File: config.mk
export PLATFORM = sky130hd
export DESIGN_NAME = sar_conv_sequencer
export DESIGN_NICKNAME = d
export VERILOG_FILES = /design/src/rtl/sar_seq_pkg.sv /design/src/rtl/seq_start_sync.sv /design/src/rtl/seq_conv_timer.sv /design/src/rtl/seq_ctrl.sv /design/src/rtl/seq_result_reg.sv /design/src/rtl/seq_bus_drive.sv /design/src/rtl/sar_conv_sequencer.sv
export SDC_FILE = /design/constraint.sdc
export NUM_CORES = 1
export LEC_CHECK = 0
export CORE_ASPECT_RATIO = 0.5
export CORE_UTILIZATION = 56
export DETAILED_ROUTE_END_ITERATION = 16
export DONT_BUFFER_PORTS = 1
export PLACE_DENSITY = 0.74
export SLEW_MARGIN = 20
export SYNTH_ARGS = -nofsm -noshare
export SYNTH_HDL_FRONTEND = slang
export SYNTH_SLANG_ARGS = --single-unit
export TNS_END_PERCENT = 30
File: constraint.sdc
create_clock -name clk -period 1.75 [get_ports clk]
set_input_delay 0.525 -clock clk [delete_from_list [all_inputs] [get_ports clk]]
set_output_delay 0.525 -clock clk [all_outputs]
set_load 0.005 [all_outputs]
File: src/rtl/sar_seq_pkg.sv
package sar_seq_pkg;
   localparam logic [1:0] MODE_AT_END  = 2'b01;
   localparam logic [1:0] MODE_DEFER   = 2'b10;

   function automatic logic mode_legal(input logic [1:0] m);
      return (m == MODE_AT_END) || (m == MODE_DEFER);
   endfunction
endpackage

File: src/rtl/seq_start_sync.sv
module seq_start_sync #(
   parameter int STAGES = 2
) (
   input  logic clk,
   input  logic rst_n,
   input  logic start_n_i,
   output logic fall_o
);
   if (STAGES < 1) begin : g_bad_stages
      $error("seq_start_sync: STAGES must be at least 1");
   end

   logic [STAGES-1:0] chain_q;
   logic              prev_q;

   always_ff @(posedge clk or negedge rst_n) begin
      if (!rst_n) chain_q[0] <= 1'b1;
      else        chain_q[0] <= start_n_i;
   end

   for (genvar i = 1; i < STAGES; i++) begin : g_stage
      always_ff @(posedge clk or negedge rst_n) begin
         if (!rst_n) chain_q[i] <= 1'b1;
         else        chain_q[i] <= chain_q[i-1];
      end
   end

   always_ff @(posedge clk or negedge rst_n) begin
      if (!rst_n) prev_q <= 1'b1;
      else        prev_q <= chain_q[STAGES-1];
   end

   assign fall_o = prev_q & ~chain_q[STAGES-1];

   // an edge pulse lasts a single cycle
   a_r1_single_pulse: assert property (@(posedge clk) disable iff (!rst_n)
      fall_o |=> !fall_o);
endmodule

File: src/rtl/seq_conv_timer.sv
module seq_conv_timer #(
   parameter int CYCLES = 30
) (
   input  logic clk,
   input  logic rst_n,
   input  logic launch_i,
   output logic running_o,
   output logic done_o
);
   if (CYCLES < 1) begin : g_bad_cycles
      $error("seq_conv_timer: CYCLES must be at least 1");
   end

   localparam int CW = (CYCLES > 1) ? $clog2(CYCLES) : 1;
   localparam logic [CW-1:0] LOAD = CW'(CYCLES - 1);

   logic [CW-1:0] cnt_q;
   logic          run_q;

   always_ff @(posedge clk or negedge rst_n) begin
      if (!rst_n) begin
         run_q <= 1'b0;
         cnt_q <= '0;
      end else if (run_q) begin
         if (cnt_q == '0) run_q <= 1'b0;
         else             cnt_q <= cnt_q - 1'b1;
      end else if (launch_i) begin
         run_q <= 1'b1;
         cnt_q <= LOAD;
      end
   end

   assign running_o = run_q;
   assign done_o    = run_q && (cnt_q == '0);

   // a conversion cannot end while count remains
   a_r2_no_early_end: assert property (@(posedge clk) disable iff (!rst_n)
      (run_q && cnt_q != '0) |=> run_q);
endmodule

File: src/rtl/seq_ctrl.sv
module seq_ctrl
   import sar_seq_pkg::*;
(
   input  logic       clk,
   input  logic       rst_n,
   input  logic       fall_i,
   input  logic       running_i,
   input  logic [1:0] mode_i,
   output logic       launch_o,
   output logic [1:0] mode_q,
   output logic       err_o
);
   logic idle_edge;
   assign idle_edge = fall_i & ~running_i;
   assign launch_o  = idle_edge & mode_legal(mode_i);

   always_ff @(posedge clk or negedge rst_n) begin
      if (!rst_n) begin
         mode_q <= MODE_AT_END;
         err_o  <= 1'b0;
      end else if (idle_edge) begin
         if (mode_legal(mode_i)) begin
            mode_q <= mode_i;
            err_o  <= 1'b0;
         end else begin
            err_o  <= 1'b1;
         end
      end
   end

   // illegal mode raises the flag and starts nothing
   a_r8_illegal_flag: assert property (@(posedge clk) disable iff (!rst_n)
      (idle_edge && !mode_legal(mode_i)) |=> (err_o && !running_i));
   // edges during a conversion touch no control state
   a_r9_busy_ignore: assert property (@(posedge clk) disable iff (!rst_n)
      (fall_i && running_i) |=> ($stable(mode_q) && $stable(err_o)));
endmodule

File: src/rtl/seq_result_reg.sv
module seq_result_reg #(
   parameter int DATA_W = 15
) (
   input  logic              clk,
   input  logic              rst_n,
   input  logic              launch_i,
   input  logic              done_i,
   input  logic              defer_i,
   input  logic [DATA_W-1:0] word_i,
   output logic [DATA_W-1:0] out_q
);
   if (DATA_W < 1) begin : g_bad_width
      $error("seq_result_reg: DATA_W must be at least 1");
   end

   logic [DATA_W-1:0] hold_q;
   logic              hold_vld_q;

   always_ff @(posedge clk or negedge rst_n) begin
      if (!rst_n) begin
         out_q      <= '0;
         hold_q     <= '0;
         hold_vld_q <= 1'b0;
      end else if (done_i) begin
         if (defer_i) begin
            hold_q     <= word_i;
            hold_vld_q <= 1'b1;
         end else begin
            out_q      <= word_i;
            hold_vld_q <= 1'b0;
         end
      end else if (launch_i && hold_vld_q) begin
         out_q      <= hold_q;
         hold_vld_q <= 1'b0;
      end
   end

   // end-of-conversion mode writes the word
   a_r4_load_at_end: assert property (@(posedge clk) disable iff (!rst_n)
      (done_i && !defer_i) |=> (out_q == $past(word_i)));
   // deferred mode leaves the output alone at completion
   a_r5_defer_holds: assert property (@(posedge clk) disable iff (!rst_n)
      (done_i && defer_i) |=> $stable(out_q));
endmodule

File: src/rtl/seq_bus_drive.sv
module seq_bus_drive #(
   parameter int DATA_W    = 15,
   parameter bit IDLE_ZERO = 1'b1
) (
   input  logic              cs_n,
   input  logic              rd_n,
   input  logic [DATA_W-1:0] data_i,
   output logic              en_o,
   output logic [DATA_W-1:0] data_o
);
   assign en_o = ~cs_n & ~rd_n;

   if (IDLE_ZERO) begin : g_gated
      assign data_o = en_o ? data_i : '0;
   end else begin : g_open
      assign data_o = data_i;
   end
endmodule

File: src/rtl/sar_conv_sequencer.sv
module sar_conv_sequencer
   import sar_seq_pkg::*;
#(
   parameter int DATA_W      = 15,
   parameter int CONV_CYCLES = 30,
   parameter int SYNC_STAGES = 2,
   parameter bit IDLE_ZERO   = 1'b1
) (
   input  logic              clk,
   input  logic              rst_n,
   input  logic              convst_n,
   input  logic [1:0]        mode_sel,
   input  logic              cs_n,
   input  logic              rd_n,
   input  logic [DATA_W-1:0] sar_word,
   output logic              busy,
   output logic              mode_err,
   output logic              dout_en,
   output logic [DATA_W-1:0] dout
);
   logic              start_fall;
   logic              launch;
   logic              running;
   logic              done;
   logic [1:0]        mode_q;
   logic [DATA_W-1:0] result_q;

   seq_start_sync #(.STAGES(SYNC_STAGES)) u_sync (
      .clk(clk), .rst_n(rst_n), .start_n_i(convst_n), .fall_o(start_fall));

   seq_ctrl u_ctrl (
      .clk(clk), .rst_n(rst_n), .fall_i(start_fall), .running_i(running),
      .mode_i(mode_sel), .launch_o(launch), .mode_q(mode_q), .err_o(mode_err));

   seq_conv_timer #(.CYCLES(CONV_CYCLES)) u_timer (
      .clk(clk), .rst_n(rst_n), .launch_i(launch),
      .running_o(running), .done_o(done));

   seq_result_reg #(.DATA_W(DATA_W)) u_result (
      .clk(clk), .rst_n(rst_n), .launch_i(launch), .done_i(done),
      .defer_i(mode_q == MODE_DEFER), .word_i(sar_word), .out_q(result_q));

   seq_bus_drive #(.DATA_W(DATA_W), .IDLE_ZERO(IDLE_ZERO)) u_bus (
      .cs_n(cs_n), .rd_n(rd_n), .data_i(result_q),
      .en_o(dout_en), .data_o(dout));

   assign busy = ~running;

   // checker: length of the current low stretch of busy
   logic [31:0] low_len_q;
   always_ff @(posedge clk or negedge rst_n) begin
      if (!rst_n)     low_len_q <= '0;
      else if (!busy) low_len_q <= low_len_q + 1'b1;
      else            low_len_q <= '0;
   end

   // an accepted edge pulls busy low on the next cycle
   a_r1_busy_falls: assert property (@(posedge clk) disable iff (!rst_n)
      launch |=> !busy);
   // every completed busy period has the programmed length
   a_r2_busy_width: assert property (@(posedge clk) disable iff (!rst_n)
      $rose(busy) |-> (low_len_q == 32'(CONV_CYCLES)));
   // enabled bus shows the output register
   a_r6_bus_value: assert property (@(posedge clk) disable iff (!rst_n)
      dout_en |-> (dout == result_q));
endmodule

==> key figures <==
Floorplan
  • # IOs: 40
  • Die area: 3860 um2
  • Die width: 86.8 um
  • Row cnt: 14
  • Core area: 3210 um2
  • Die H: 44.4 um
  • Initial core utilization: 62.8%

Worst setup path
  • Worst endpoint required time: 1940 ps
  • Slowest-stage cell, CP: dfrtp_1
  • Crit-path cells: inv_2, ha_4, and4bb_1, nor3b_4, buf_6, mux2_4
  • Type of origin of the critical path: flop
  • Worst path bufs/invs: 2
  • WP data arrival: 1970 ps
  • Crit path capture type: flop
  • CP top delay family: simple AND/OR/NAND/NOR gates
  • Critical path class: reg2reg
  • Slowest stage delay, CP: 400 ps
  • CP max FO: 7
  • Worst reg-to-reg setup slack: -30 ps

Route
  • Vias per cell: 5.65
  • Vias: 1,391
  • Drt initial violations: 89
  • DRC violation count after routing: 0
  • ANT nets after route: 0
  • Met2 routed wirelength: 1.89 mm
  • Top Metal Used: met4
  • Pre-Repair DR Iteration Count: 4
  • Met1 WL: 1.94 mm
  • Routed wire length: 4.16 mm
  • Met3 WL post-DR: 268 um
  • Routed length per instance: 16.9 um

Placement
  • Post-place setup slack: -39.8 ps
  • Final GP Congestion: 0.811
  • PortBufs: 0
  • HPWL after DPL: 2.48 mm

Timing
  • Clock Skew: 11.4 ps
  • Worst-Margin Slew: 300 ps
  • Setup violators final: 11
  • Final period utilization: 102%
  • Final Hold Vio Count: 0
  • Hold slack final: 44.7 ps
  • Setup ws final: -27.1 ps
  • Fin Setup TNS: -158 ps
  • Relative slew slack: 79.8%
  • Fmax achieved: 563 MHz
  • Slew Viols, Final: 0
  • RSZ-0062 raised after global routing: true
  • Tmin final: 1780 ps

Clocking
  • Clock Sinks: 43
  • Total CTS buffers: 5
  • Clk buf depth: 2
  • Clock root buffer: clkbuf_8
  • Clock transition at the registers of the reported paths: 80 ps
  • CTS tree: done
  • CTS H-Tree Depth: 2
  • Worst skew pair latency: 310 ps

Power
  • P_leak: 1.17 nW
  • Cell Pwr Density: 1390 nW/um2
  • Worst VDD drop: 0.000907 V

Synth
  • Distinct cells, synth: 30
  • Yosys reg bits: 43
  • Post-synthesis instance area: 2010 um2
  • Sequential-to-total area share from yosys stat: 53.7%
  • Mapped Avg Cell Area: 11.3 um2
  • Top cell type's share of synthesized area: 48.4%
  • Mapped Nets: 201
  • Largest cells by area after synthesis: dfrtp_1 (48%), mux2_2 (8.4%), a221oi_2 (7.5%), inv_1 (6.5%), dfstp_2 (5.2%)
  • Post-Synthesis Cells: 178
  • Top_reg_cell synth: dfrtp_1
  • Asr flop ratio synth: 100%
  • Number of synthesized flops with an enable pin: 0
  • Synth area leader: dfrtp_1
  • Synth Warn #: 0

Global route
  • Total GRT Usage: 23.6%
  • GR Overflow Total: 0
  • Vias in the first global route: 1,407
  • Initial antenna violation count: 0
  • Global-route wire length before repair: 6.47 mm
  • Maximum number of pins on one net before global-route repair: 40

Final layout
  • Most common cell after layout, fill and taps aside: dfrtp_1
  • Synth-to-Final Area Change: 21.1%
  • Layout fillers: 200
  • Commonest non-fill, non-tap cells in the layout: dfrtp_1 (39), inv_1 (33), nor2_1 (17)
  • Antenna fix cells: 0
  • Final Core Density: 76.1%
  • Final net count: 220
  • Layout cells sized above 1: 35.9%

Status
  • Outcome: complete, but fails checks
  • Failing checks: negative setup slack

Min path
  • Hold WC Path Type: in2async

Run
  • Max cap viols: 0
==> Yosys cell counts, drive strengths merged (4+ instances only) <==
library cell,count
nand2,4
nor3,16
dfstp,4
clkbuf,4
nor2,17
a21oi,5
dfrtp,39
mux2,16
inv,35
a221oi,15
buf,4
==> through the flow <==
stage	cell area [um2]	cells	power, W
6_report	2440	246	0.00339
5_1_grt	2440	246	0.00361
4_1_cts	2300	244	0.00322
3_5_place_dp	2140	232	0.00240
3_3_place_gp	2140	232	0.00236
2_1_floorplan	2020	178	0.00220
==> worst reg2reg max path, stage by stage (launching register included) <==
cell and delay, ps:
dfrtp_1 400, inv_2 90, ha_4 140, and4bb_1 220, nor3b_4 320, buf_6 210, mux2_4 310
==> logic make-up (layout without fill, tap and decap cells) <==
logic type	count (synthesis)	in the layout	synth area share (%)
AOI/OAI and AO/OA	28	29	14.5
xor gates and xnor gates	3	3	1.30
adders and majority gates	1	1	0.621
buffers and inverters	43	62	8.82
DFF	43	43	53.7
muxes	16	16	8.94
and+or+nand+nor	44	44	12.2
==> state kept, by name (all words and copies together) (netlist names) <==
| name | flops |
|---|---|
| u_result.hold_q | 15 |
| u_result.out_q | 15 |
| u_timer.cnt_q | 5 |
| u_ctrl.mode_q | 2 |
| u_sync.chain_q | 2 |
| u_ctrl.err_o | 1 |
| u_result.hold_vld_q | 1 |
| u_sync.prev_q | 1 |
| u_timer.running_o | 1 |
==> layout make-up <==
class,instances,area (um2),area share [%]
sequential,43,1080,44.3
multi-input combinational,93,887,36.4
timing repair buffer,19,174,7.13
inverter,35,131,5.38
clock buffer,7,76.3,3.13
tap,48,60.1,2.46
clock inverter,1,30.0,1.23
==> timing repair <==
item,CTS,global route
buffers inserted,2,2
hold buffers,1,0
cloned,1,0
setup endpoints to repair,27,34
gates resized for setup,3,29
pin swaps,2,9
endpoints found under the hold margin,39,0
==> routing by layer <==
layer  global-route usage (%)  up-vias
li1                         -      641
met1                     30.3      707
met2                     38.9       35
met3                     7.28        8
met4                     8.33        0
met5                        0        -
==> where the power goes <==
part	internal [W]	total, W	switching (W)
Combinational	0.000660	0.00110	0.000442
Sequential	0.00133	0.00152	0.000194
Clock	0.000427	0.000768	0.000341
==> final timing paths <==
kind	from	end	cells after the start
setup / recovery	u_timer.cnt_q[1]$_DFFE_PN0P_	u_result.hold_q[5]$_DFFE_PN0P_	6
hold / removal	rst_n	u_result.out_q[8]$_DFFE_PN0P_	1
setup reg to reg	u_timer.cnt_q[1]$_DFFE_PN0P_	u_result.hold_q[5]$_DFFE_PN0P_	6
hold reg to reg	u_sync.chain_q[0]$_DFF_PN1_	u_sync.chain_q[1]$_DFF_PN1_	0
max in group asynchronous	rst_n	u_ctrl.err_o$_DFFE_PN0P_	1
min in group clk	convst_n	u_sync.chain_q[0]$_DFF_PN1_	0
Power figures use the tool's default switching activity.
